**src/rtl/i2c_addr_pkg.sv**
```systemverilog
package i2c_addr_pkg;

  localparam int ADDR_BITS  = 7;
  localparam int FRAME_BITS = ADDR_BITS + 1;
  localparam int CNT_W      = $clog2(FRAME_BITS);

  typedef enum logic [2:0] {
    ST_IDLE,
    ST_SHIFT,
    ST_ACK_WAIT,
    ST_ACK,
    ST_HOLD
  } rcv_state_e;

  typedef struct packed {
    logic hit;
    logic gc;
  } cmp_res_t;

  // Compare a received address frame against the configuration word.
  // The all-zero address is only ever a general call.
  function automatic cmp_res_t addr_compare(input logic [FRAME_BITS-1:0] rx,
                                            input logic [FRAME_BITS-1:0] cfg);
    cmp_res_t r;
    logic     zero_addr;
    zero_addr = (rx[FRAME_BITS-1:1] == '0);
    r.gc  = zero_addr && cfg[0];
    r.hit = r.gc || (!zero_addr && (rx[FRAME_BITS-1:1] == cfg[FRAME_BITS-1:1]));
    return r;
  endfunction

endpackage

```
**src/rtl/i2c_line_sync.sv**
```systemverilog
module i2c_line_sync #(
  parameter int STAGES = 2
) (
  input  logic clk,
  input  logic rst_n,
  input  logic d_in,
  output logic q_now,
  output logic q_prev
);
  logic [STAGES-1:0] chain;

  genvar g;
  generate
    for (g = 0; g < STAGES; g++) begin : g_stage
      if (g == 0) begin : g_first
        always_ff @(posedge clk or negedge rst_n) begin
          if (!rst_n) chain[g] <= 1'b1;
          else        chain[g] <= d_in;
        end
      end else begin : g_next
        always_ff @(posedge clk or negedge rst_n) begin
          if (!rst_n) chain[g] <= 1'b1;
          else        chain[g] <= chain[g-1];
        end
      end
    end
  endgenerate

  always_ff @(posedge clk or negedge rst_n) begin
    if (!rst_n) q_prev <= 1'b1;
    else        q_prev <= chain[STAGES-1];
  end

  assign q_now = chain[STAGES-1];
endmodule

```
**src/rtl/i2c_bus_events.sv**
```systemverilog
module i2c_bus_events (
  input  logic scl_now,
  input  logic scl_prev,
  input  logic sda_now,
  input  logic sda_prev,
  output logic start_ev,
  output logic stop_ev,
  output logic scl_rise,
  output logic scl_fall
);
  logic scl_steady_high;

  assign scl_steady_high = scl_now && scl_prev;
  assign start_ev = scl_steady_high && sda_prev && !sda_now;
  assign stop_ev  = scl_steady_high && !sda_prev && sda_now;
  assign scl_rise = scl_now && !scl_prev;
  assign scl_fall = !scl_now && scl_prev;
endmodule

```
**src/rtl/i2c_addr_fsm.sv**
```systemverilog
module i2c_addr_fsm
  import i2c_addr_pkg::*;
(
  input  logic                  clk,
  input  logic                  rst_n,
  input  logic                  start_ev,
  input  logic                  stop_ev,
  input  logic                  scl_rise,
  input  logic                  scl_fall,
  input  logic                  sda_now,
  input  logic [FRAME_BITS-1:0] cfg,
  input  logic                  flag_q,
  output logic                  sda_pull,
  output logic                  set_flag,
  output logic                  match_ev,
  output logic                  rw_q,
  output logic                  gc_q
);
  rcv_state_e            state;
  logic [CNT_W-1:0]      bit_cnt;
  logic [FRAME_BITS-2:0] shreg;
  logic                  ninth_high;
  logic [FRAME_BITS-1:0] frame;
  logic                  last_bit;
  cmp_res_t              cmp;

  assign frame    = {shreg, sda_now};
  assign last_bit = (bit_cnt == CNT_W'(FRAME_BITS - 1));
  assign cmp      = addr_compare(frame, cfg);

  assign match_ev = (state == ST_SHIFT) && !start_ev && !stop_ev &&
                    scl_rise && last_bit && cmp.hit;
  assign set_flag = (state == ST_ACK) && scl_fall && ninth_high;
  assign sda_pull = (state == ST_ACK);

  always_ff @(posedge clk or negedge rst_n) begin
    if (!rst_n) begin
      state      <= ST_IDLE;
      bit_cnt    <= '0;
      shreg      <= '0;
      ninth_high <= 1'b0;
      rw_q       <= 1'b0;
      gc_q       <= 1'b0;
    end else begin
      case (state)
        ST_IDLE: begin
          if (start_ev) begin
            state   <= ST_SHIFT;
            bit_cnt <= '0;
          end
        end
        ST_SHIFT: begin
          if (start_ev) begin
            bit_cnt <= '0;
          end else if (stop_ev) begin
            state <= ST_IDLE;
          end else if (scl_rise) begin
            shreg <= frame[FRAME_BITS-2:0];
            if (last_bit) begin
              bit_cnt <= '0;
              if (cmp.hit) begin
                rw_q  <= sda_now;
                gc_q  <= cmp.gc;
                state <= ST_ACK_WAIT;
              end else begin
                state <= ST_IDLE;
              end
            end else begin
              bit_cnt <= bit_cnt + 1'b1;
            end
          end
        end
        ST_ACK_WAIT: begin
          if (scl_fall) begin
            state      <= ST_ACK;
            ninth_high <= 1'b0;
          end
        end
        ST_ACK: begin
          if (scl_rise) ninth_high <= 1'b1;
          if (set_flag) state <= ST_HOLD;
        end
        ST_HOLD: begin
          if (!flag_q) state <= ST_IDLE;
        end
        default: state <= ST_IDLE;
      endcase
    end
  end
endmodule

```
**src/rtl/i2c_flag_reg.sv**
```systemverilog
module i2c_flag_reg (
  input  logic clk,
  input  logic rst_n,
  input  logic set_flag,
  input  logic wr_en,
  input  logic wr_one,
  output logic flag_q
);
  always_ff @(posedge clk or negedge rst_n) begin
    if (!rst_n)               flag_q <= 1'b0;
    else if (set_flag)        flag_q <= 1'b1;
    else if (wr_en && wr_one) flag_q <= 1'b0;
  end
endmodule

```
**src/rtl/i2c_addr_detect.sv**
```systemverilog
module i2c_addr_detect
  import i2c_addr_pkg::*;
#(
  parameter int                    SYNC_STAGES = 2,
  parameter logic [FRAME_BITS-1:0] CFG_RESET   = {{ADDR_BITS{1'b1}}, 1'b0}
) (
  input  logic                  clk,
  input  logic                  rst_n,
  input  logic                  scl_in,
  input  logic                  sda_in,
  output logic                  scl_pull,
  output logic                  sda_pull,
  input  logic                  cfg_we,
  input  logic [FRAME_BITS-1:0] cfg_wdata,
  output logic [FRAME_BITS-1:0] own_cfg,
  input  logic                  flag_we,
  input  logic                  flag_wdata,
  output logic                  irq,
  output logic                  rw_bit,
  output logic                  gc_hit
);
  logic scl_s, scl_p, sda_s, sda_p;
  logic start_ev, stop_ev, scl_rise, scl_fall;
  logic set_flag, match_ev, flag_q;

  i2c_line_sync #(.STAGES(SYNC_STAGES)) u_scl_sync (
    .clk(clk), .rst_n(rst_n), .d_in(scl_in), .q_now(scl_s), .q_prev(scl_p)
  );
  i2c_line_sync #(.STAGES(SYNC_STAGES)) u_sda_sync (
    .clk(clk), .rst_n(rst_n), .d_in(sda_in), .q_now(sda_s), .q_prev(sda_p)
  );

  i2c_bus_events u_events (
    .scl_now(scl_s), .scl_prev(scl_p), .sda_now(sda_s), .sda_prev(sda_p),
    .start_ev(start_ev), .stop_ev(stop_ev), .scl_rise(scl_rise), .scl_fall(scl_fall)
  );

  always_ff @(posedge clk or negedge rst_n) begin
    if (!rst_n)      own_cfg <= CFG_RESET;
    else if (cfg_we) own_cfg <= cfg_wdata;
  end

  i2c_addr_fsm u_fsm (
    .clk(clk), .rst_n(rst_n),
    .start_ev(start_ev), .stop_ev(stop_ev), .scl_rise(scl_rise), .scl_fall(scl_fall),
    .sda_now(sda_s), .cfg(own_cfg), .flag_q(flag_q),
    .sda_pull(sda_pull), .set_flag(set_flag), .match_ev(match_ev),
    .rw_q(rw_bit), .gc_q(gc_hit)
  );

  i2c_flag_reg u_flag (
    .clk(clk), .rst_n(rst_n), .set_flag(set_flag),
    .wr_en(flag_we), .wr_one(flag_wdata), .flag_q(flag_q)
  );

  assign irq      = flag_q;
  assign scl_pull = flag_q;
endmodule

```
**config.mk**
```make
export PLATFORM = sky130hd
export DESIGN_NAME = i2c_addr_detect
export DESIGN_NICKNAME = d
export VERILOG_FILES = /design/src/rtl/i2c_addr_pkg.sv /design/src/rtl/i2c_line_sync.sv /design/src/rtl/i2c_bus_events.sv /design/src/rtl/i2c_addr_fsm.sv /design/src/rtl/i2c_flag_reg.sv /design/src/rtl/i2c_addr_detect.sv
export SDC_FILE = /design/constraint.sdc
export NUM_CORES = 1
export LEC_CHECK = 0
export BUFFER_PORTS_ARGS = -buffer_cell sky130_fd_sc_hd__clkbuf_2
export CAP_MARGIN = 20
export CORE_UTILIZATION = 58
export CTS_BUF_LIST = sky130_fd_sc_hd__clkbuf_16
export DETAILED_ROUTE_END_ITERATION = 10
export PLACE_DENSITY_LB_ADDON = 0.12
export SLEW_MARGIN = 20
export SYNTH_ARGS = -nofsm -noshare
export SYNTH_HDL_FRONTEND = slang
export SYNTH_HIERARCHICAL = 1
export SYNTH_SLANG_ARGS = --single-unit
```
**constraint.sdc**
```tcl
create_clock -name clk -period 2.8 [get_ports clk]
set_clock_uncertainty 0.05 [all_clocks]
set_input_delay 0.14 -clock clk [delete_from_list [all_inputs] [get_ports clk]]
set_output_delay 0.14 -clock clk [all_outputs]
set_load 0.02 [all_outputs]
```
Word level (Yosys, flattened, before mapping) --
Index checks and enable logic that the tools add are counted.
Storage, ports and cells: register bits after elaboration 31, input port bits 15, logic and storage cells 82
Cells by class: $add $sub $neg 1, equal/unequal tests 16, mux-type cells 21, bitwise logic cells 2, reduce and logical (&&, ||, !) cells 28
Operator list (count):
- 3-bit two-way mux | 13
- 3-bit one-hot mux with 5 select lines | 1
- 1-bit logical AND | 12
- 3-bit inequality test (second input constant) | 3
- 4-bit AND reduction | 2
- 7-bit == test | 1
- 7-bit logical NOT | 1
- 7-bit AND reduction | 1
- 3-bit by 2-bit == test with 1-bit output (second input constant) | 2
- 3-bit == test (second input constant) | 2
- 2-bit by 1-bit inequality test with 1-bit output (second input constant) | 3
- 2-bit inequality test (second input constant) | 3
- 3-bit one-hot mux with 2 select lines | 1
- 6-bit AND reduction | 1
- 2-bit nonzero test | 3
- 1-bit logical NOT | 5
- 1-bit two-way mux | 4
- 3-bit by 1-bit adder with 3-bit output (second input constant) | 1
- 3-bit by 1-bit == test with 1-bit output (second input constant) | 1
- 3-bit logical NOT | 1
- 3-bit by 2-bit inequality test with 1-bit output (second input constant) | 1
- 3-bit AND reduction | 1
- 2-bit two-way mux | 1
- 1-bit NOT | 2
- other kinds (2) | 2

Longest topological paths before layout --
word-level depth 10, gate-level depth with buffers 6, mapped depth without buffers 6

Cells and area by module --
The synthesis kept the hierarchy.
Modules (own cells, without submodules):
- i2c_addr_fsm | times used 1, cells each 88, area each 925.9 um2
- i2c_addr_detect | times used 1, cells each 18, area each 347.8 um2
- i2c_line_sync | times used 2, cells each 3, area each 78.8 um2
- i2c_flag_reg | times used 1, cells each 3, area each 36.3 um2
- i2c_bus_events | times used 1, cells each 4, area each 32.5 um2

Worst setup path before layout --
Ideal clock, no wire load.
path type reg2reg, start point reg own_cfg[1], end point reg u_fsm.rw_q, setup time 0.125 ns, arrival time 1.803 ns, required time 2.625 ns, setup slack 0.822 ns, stages on the path, launching flop included 6, buffers on the path 0, cell sequence dfstp_2 > xnor2_1 > nand4_1 > or4_4 > a21oi_4 > mux2_4
On the way: cells in the longest elaborated chain, start to end 4
Ends and longest elaborated chain:
- start: declaration | RTL line i2c_addr_detect.sv:15 | output logic [FRAME_BITS-1:0] own_cfg,
- start signal: assignment | RTL line i2c_addr_detect.sv:40 | else if (cfg_we) own_cfg <= cfg_wdata;
- 7-bit == test | RTL line i2c_addr_pkg.sv:28 | r.hit = r.gc || (!zero_addr && (rx[FRAME_BITS-1:1] == cfg[FRAME_BITS-1:1]));
- 1-bit logical AND | RTL line i2c_addr_pkg.sv:28
- 1-bit logical OR | RTL line i2c_addr_pkg.sv:28
- 6-bit AND reduction (no source line)
- end signal: assignment | RTL line i2c_addr_fsm.sv:62 | rw_q <= sda_now;
- end: declaration | RTL line i2c_addr_fsm.sv:16 | output logic rw_q,
Every way passes these cells. A chain may end at the register's enable or synchronous reset.

Worst setup path in the final report --
start point reg u_sda_sync.chain[1] (netlist: u_sda_sync/q_now), end point reg u_fsm.shreg[1]
On the way: cells in the longest elaborated chain, start to end 4
Ends and longest elaborated chain:
- start: declaration | RTL line i2c_line_sync.sv:10 | logic [STAGES-1:0] chain;
- start signal: indexed assignment | RTL line i2c_line_sync.sv:23 | else chain[g] <= chain[g-1];
- 1-bit logical NOT | RTL line i2c_bus_events.sv:14 | assign start_ev = scl_steady_high && sda_prev && !sda_now;
- 1-bit logical AND | RTL line i2c_bus_events.sv:14
- net start_ev | RTL line i2c_addr_detect.sv:23 | logic start_ev, stop_ev, scl_rise, scl_fall;
- 1-bit NOT (no source line)
- 4-bit AND reduction (no source line)
- end signal: assignment | RTL line i2c_addr_fsm.sv:58 | shreg <= frame[FRAME_BITS-2:0];
- end: declaration | RTL line i2c_addr_fsm.sv:21 | logic [FRAME_BITS-2:0] shreg;
The timed path passes the listed nets, and every way through them passes these cells.

==> flow_summary.yaml <==
logic_synthesis:
  synth_area_leaders: "dfrtp_1, dfstp_2, mux2_4"
  synth_top_area_frac: 0.300
  synth-edff-count: 0
  yosysSeqAreaShare: 0.528
  syn-num-nets: 136
  yosys_register_bits: 31
  synth_area_um2: 1500
  synth-main-ff-cell: "dfrtp_1"
  async_flop_share: 1.00
  syn_inst: 119
  synth_cell_types: 33
  synth_top_cell_by_area: "dfrtp_1"
  synth_warnings: 6
  post-synth-top-count-cell: "dfrtp_1"
  avgSynthCellArea_um2: 12.6
  synthTopCellsByCount: "dfrtp_1, nand2_1, dfstp_2"
power:
  p_per_area_nw_per_um2: 936
  p_leak_uw: 0.000867
  irDropWorstVdd_mv: 0.646
worst_setup_path:
  crit_end: "u_fsm/shreg[1]$_DFFE_PN0P_"
  r2r_start: "u_sda_sync/q_now$_DFF_PN1_"
  path_delay_family: "simple AND/OR/NAND/NOR gates"
  worstPathArrival_ns: 2.20
  r2r-end: "u_fsm/shreg[1]$_DFFE_PN0P_"
  rrSetupSlack_ns: 0.70
  critPathLaunchType: "register"
  reg2regPathDepth: 4
  worstPathBufferInverterCount: 0
  path_cells: "and4b_1, nor3b_1, nand2_1, mux2_2"
  max_stage_delay_ns: 0.55
  cp.depth: 4
  critPathLaunch: "u_sda_sync/q_now$_DFF_PN1_"
  cpMaxStageDelayCell: "dfstp_2"
  worstSetupEndpointType: "register"
  cp_max_fo: 7
  crit_type: "register to register"
  critPathRequiredTime_ns: 2.91
drt:
  avgRoutedWirePerCell_um: 15.0
  drc: 0
  ant_nets: 0
  drt-total-wl_um: 2760
  drt_first_iter_violations: 13
  dr_total_vias: 996
  dr.pass1.iters: 4
  vias_per_cell: 5.41
die:
  pin_count: 28
  die_height_um: 52.9
  core_um2: 2450
  initial_core_util: 0.611
  die_area_um2: 2790
  std_cell_rows: 18
  dieWidth_um: 52.9
clocking:
  clk_pin_slew_ns: 0.05
  cts_made_buffers: 5
  clock-sinks: 31
  cts-root-buf: "clkbuf_16"
  insertion_delay_ns: 0.27
  clock_path_buffers: 2
  htree_levels: 2
  cts_tree: "done"
  post_cts_resized: 0
final_layout:
  layout.nets: 170
  final_layout_size_suffix_gt1_frac: 0.468
  num_antenna_cells: 0
  area_growth_pct: 22.4
  fin_cells: 184
sta:
  rsz0062_at_grt: "false"
  slew_headroom: 0.504
  slew_violations: 0
  max_freq_mhz: 476
  finalWorstSetupSlack_ns: 0.701
  fin_crit_ns: 2.10
  max_slew.worst_pin.slew_ns: 0.744
  tns_ns: 0
  setup_viol: 0
  min_period_over_period: 0.750
  hold_violations: 0
grt:
  grt_pass1_vias: 965
  grt_first_pass_wirelength_um: 4470
  overflow: 0
  antenna_found_initial: 0
  track_usage: 0.237
  grt_max_degree: 32
flow_run:
  max_cap_viol_count: 0
worst_hold_path:
  hold_path_depth: 2
  min_path_type: "primary input to register"
placement:
  place_ws_ns: 0.735
  placed_cells: 173
  portBuffers: 27
  hpwl_um: 1970
  gp_congestion: 0.826
run_status:
  status: "complete, no violations"
-- flip-flops by register name, indices dropped and copies added (netlist names) --
signal,cells
u_fsm/ninth_high,1
u_sda_sync/chain,1
u_fsm/bit_cnt,3
u_scl_sync/q_now,1
own_cfg,8
u_fsm/shreg,7
u_scl_sync/chain,1
u_fsm/state,3
u_sda_sync/q_now,1
u_fsm/rw_q,1
u_sda_sync/q_prev,1
u_flag/flag_q,1
u_fsm/gc_q,1
u_scl_sync/q_prev,1
-- timing repair --
| item | 4_1_cts | 5_1_grt |
|---|---|---|
| endpoints found under the hold margin | 20 | 0 |
| buffers inserted | 0 | 0 |
| hold buffers | 3 | 0 |
-- placed cells by master, fill, tap and decap left out, types with 3 or more instances in the layout --
| cell | count |
|---|---|
| clkbuf_2 | 27 |
| clkbuf_16 | 5 |
| nand2_1 | 14 |
| nor3_1 | 3 |
| mux2_4 | 9 |
| nor2b_1 | 5 |
| dlygate4sd3_1 | 3 |
| mux2_2 | 7 |
| dfrtp_1 | 18 |
| a21oi_1 | 6 |
| o21ai_0 | 4 |
| dfstp_2 | 13 |
| xnor2_1 | 7 |
-- logic make-up after synthesis --
family | count (synthesis) | share of synthesized area
fa+ha+maj | 2 | 0.0167
mux | 16 | 0.143
xor+xnor | 7 | 0.0409
compound gates | 16 | 0.0676
buf+inv | 3 | 0.0200
flops | 31 | 0.528
simple gates | 44 | 0.184
-- how the worst min path moves through the flow --
| stage | startpoint | to | slack [ns] |
|---|---|---|---|
| 2_1_floorplan | rst_n | own_cfg[0]$_DFFE_PN0P_ | -0.21 |
| 3_3_place_gp | rst_n | u_flag/flag_q$_DFFE_PN0P_ | 0.17 |
| 3_5_place_dp | rst_n | u_fsm/state[2]$_DFFE_PN0P_ | 0.18 |
| 4_1_cts | cfg_wdata[2] | own_cfg[2]$_DFFE_PN1P_ | 0.04 |
| 5_1_grt | cfg_wdata[2] | own_cfg[2]$_DFFE_PN1P_ | 0.05 |
| 6_report | cfg_wdata[2] | own_cfg[2]$_DFFE_PN1P_ | 0.05 |
-- through the flow --
| stage | util | instance area (um^2) | hold WS, ns | power (uW) |
|---|---|---|---|---|
| after CTS | 0.748 | 1840 | 0.0417 | 1730 |
| after detailed placement | 0.669 | 1640 | 0.179 | 1120 |
| after global routing | 0.748 | 1840 | 0.0498 | 1810 |
| after floorplan | - | 1500 | -0.206 | 1020 |
| final | 0.748 | 1840 | 0.0461 | 1720 |
| after global placement | 0.669 | 1640 | 0.172 | 1090 |
-- per-layer routing --
layer,part of all wire,wire (um),up-vias,global-route usage
met5,0,0,-,0
met4,0.019,52,0,0.132
met3,0.031,86,7,0.0690
met2,0.52,1420,20,0.367
met1,0.43,1200,479,0.296
li1,-,-,490,-
-- area by class of cell --
class / instances / area [um^2]
sequential: 31 / 792
multi-input combinational: 85 / 678
fill: 184 / 618
timing repair buffer: 30 / 165
clock buffer: 5 / 125
clock inverter: 3 / 38.8
tap: 30 / 37.5
-- power breakdown --
group / leakage (uW) / internal (uW) / total [uW] / switching (uW)
clock: 0.0000812 / 414 / 598 / 185
combinational: 0.000417 / 228 / 434 / 206
sequential: 0.000368 / 553 / 687 / 134
total: 0.000867 / 1200 / 1720 / 524
(Power assumes the default switching activity.)
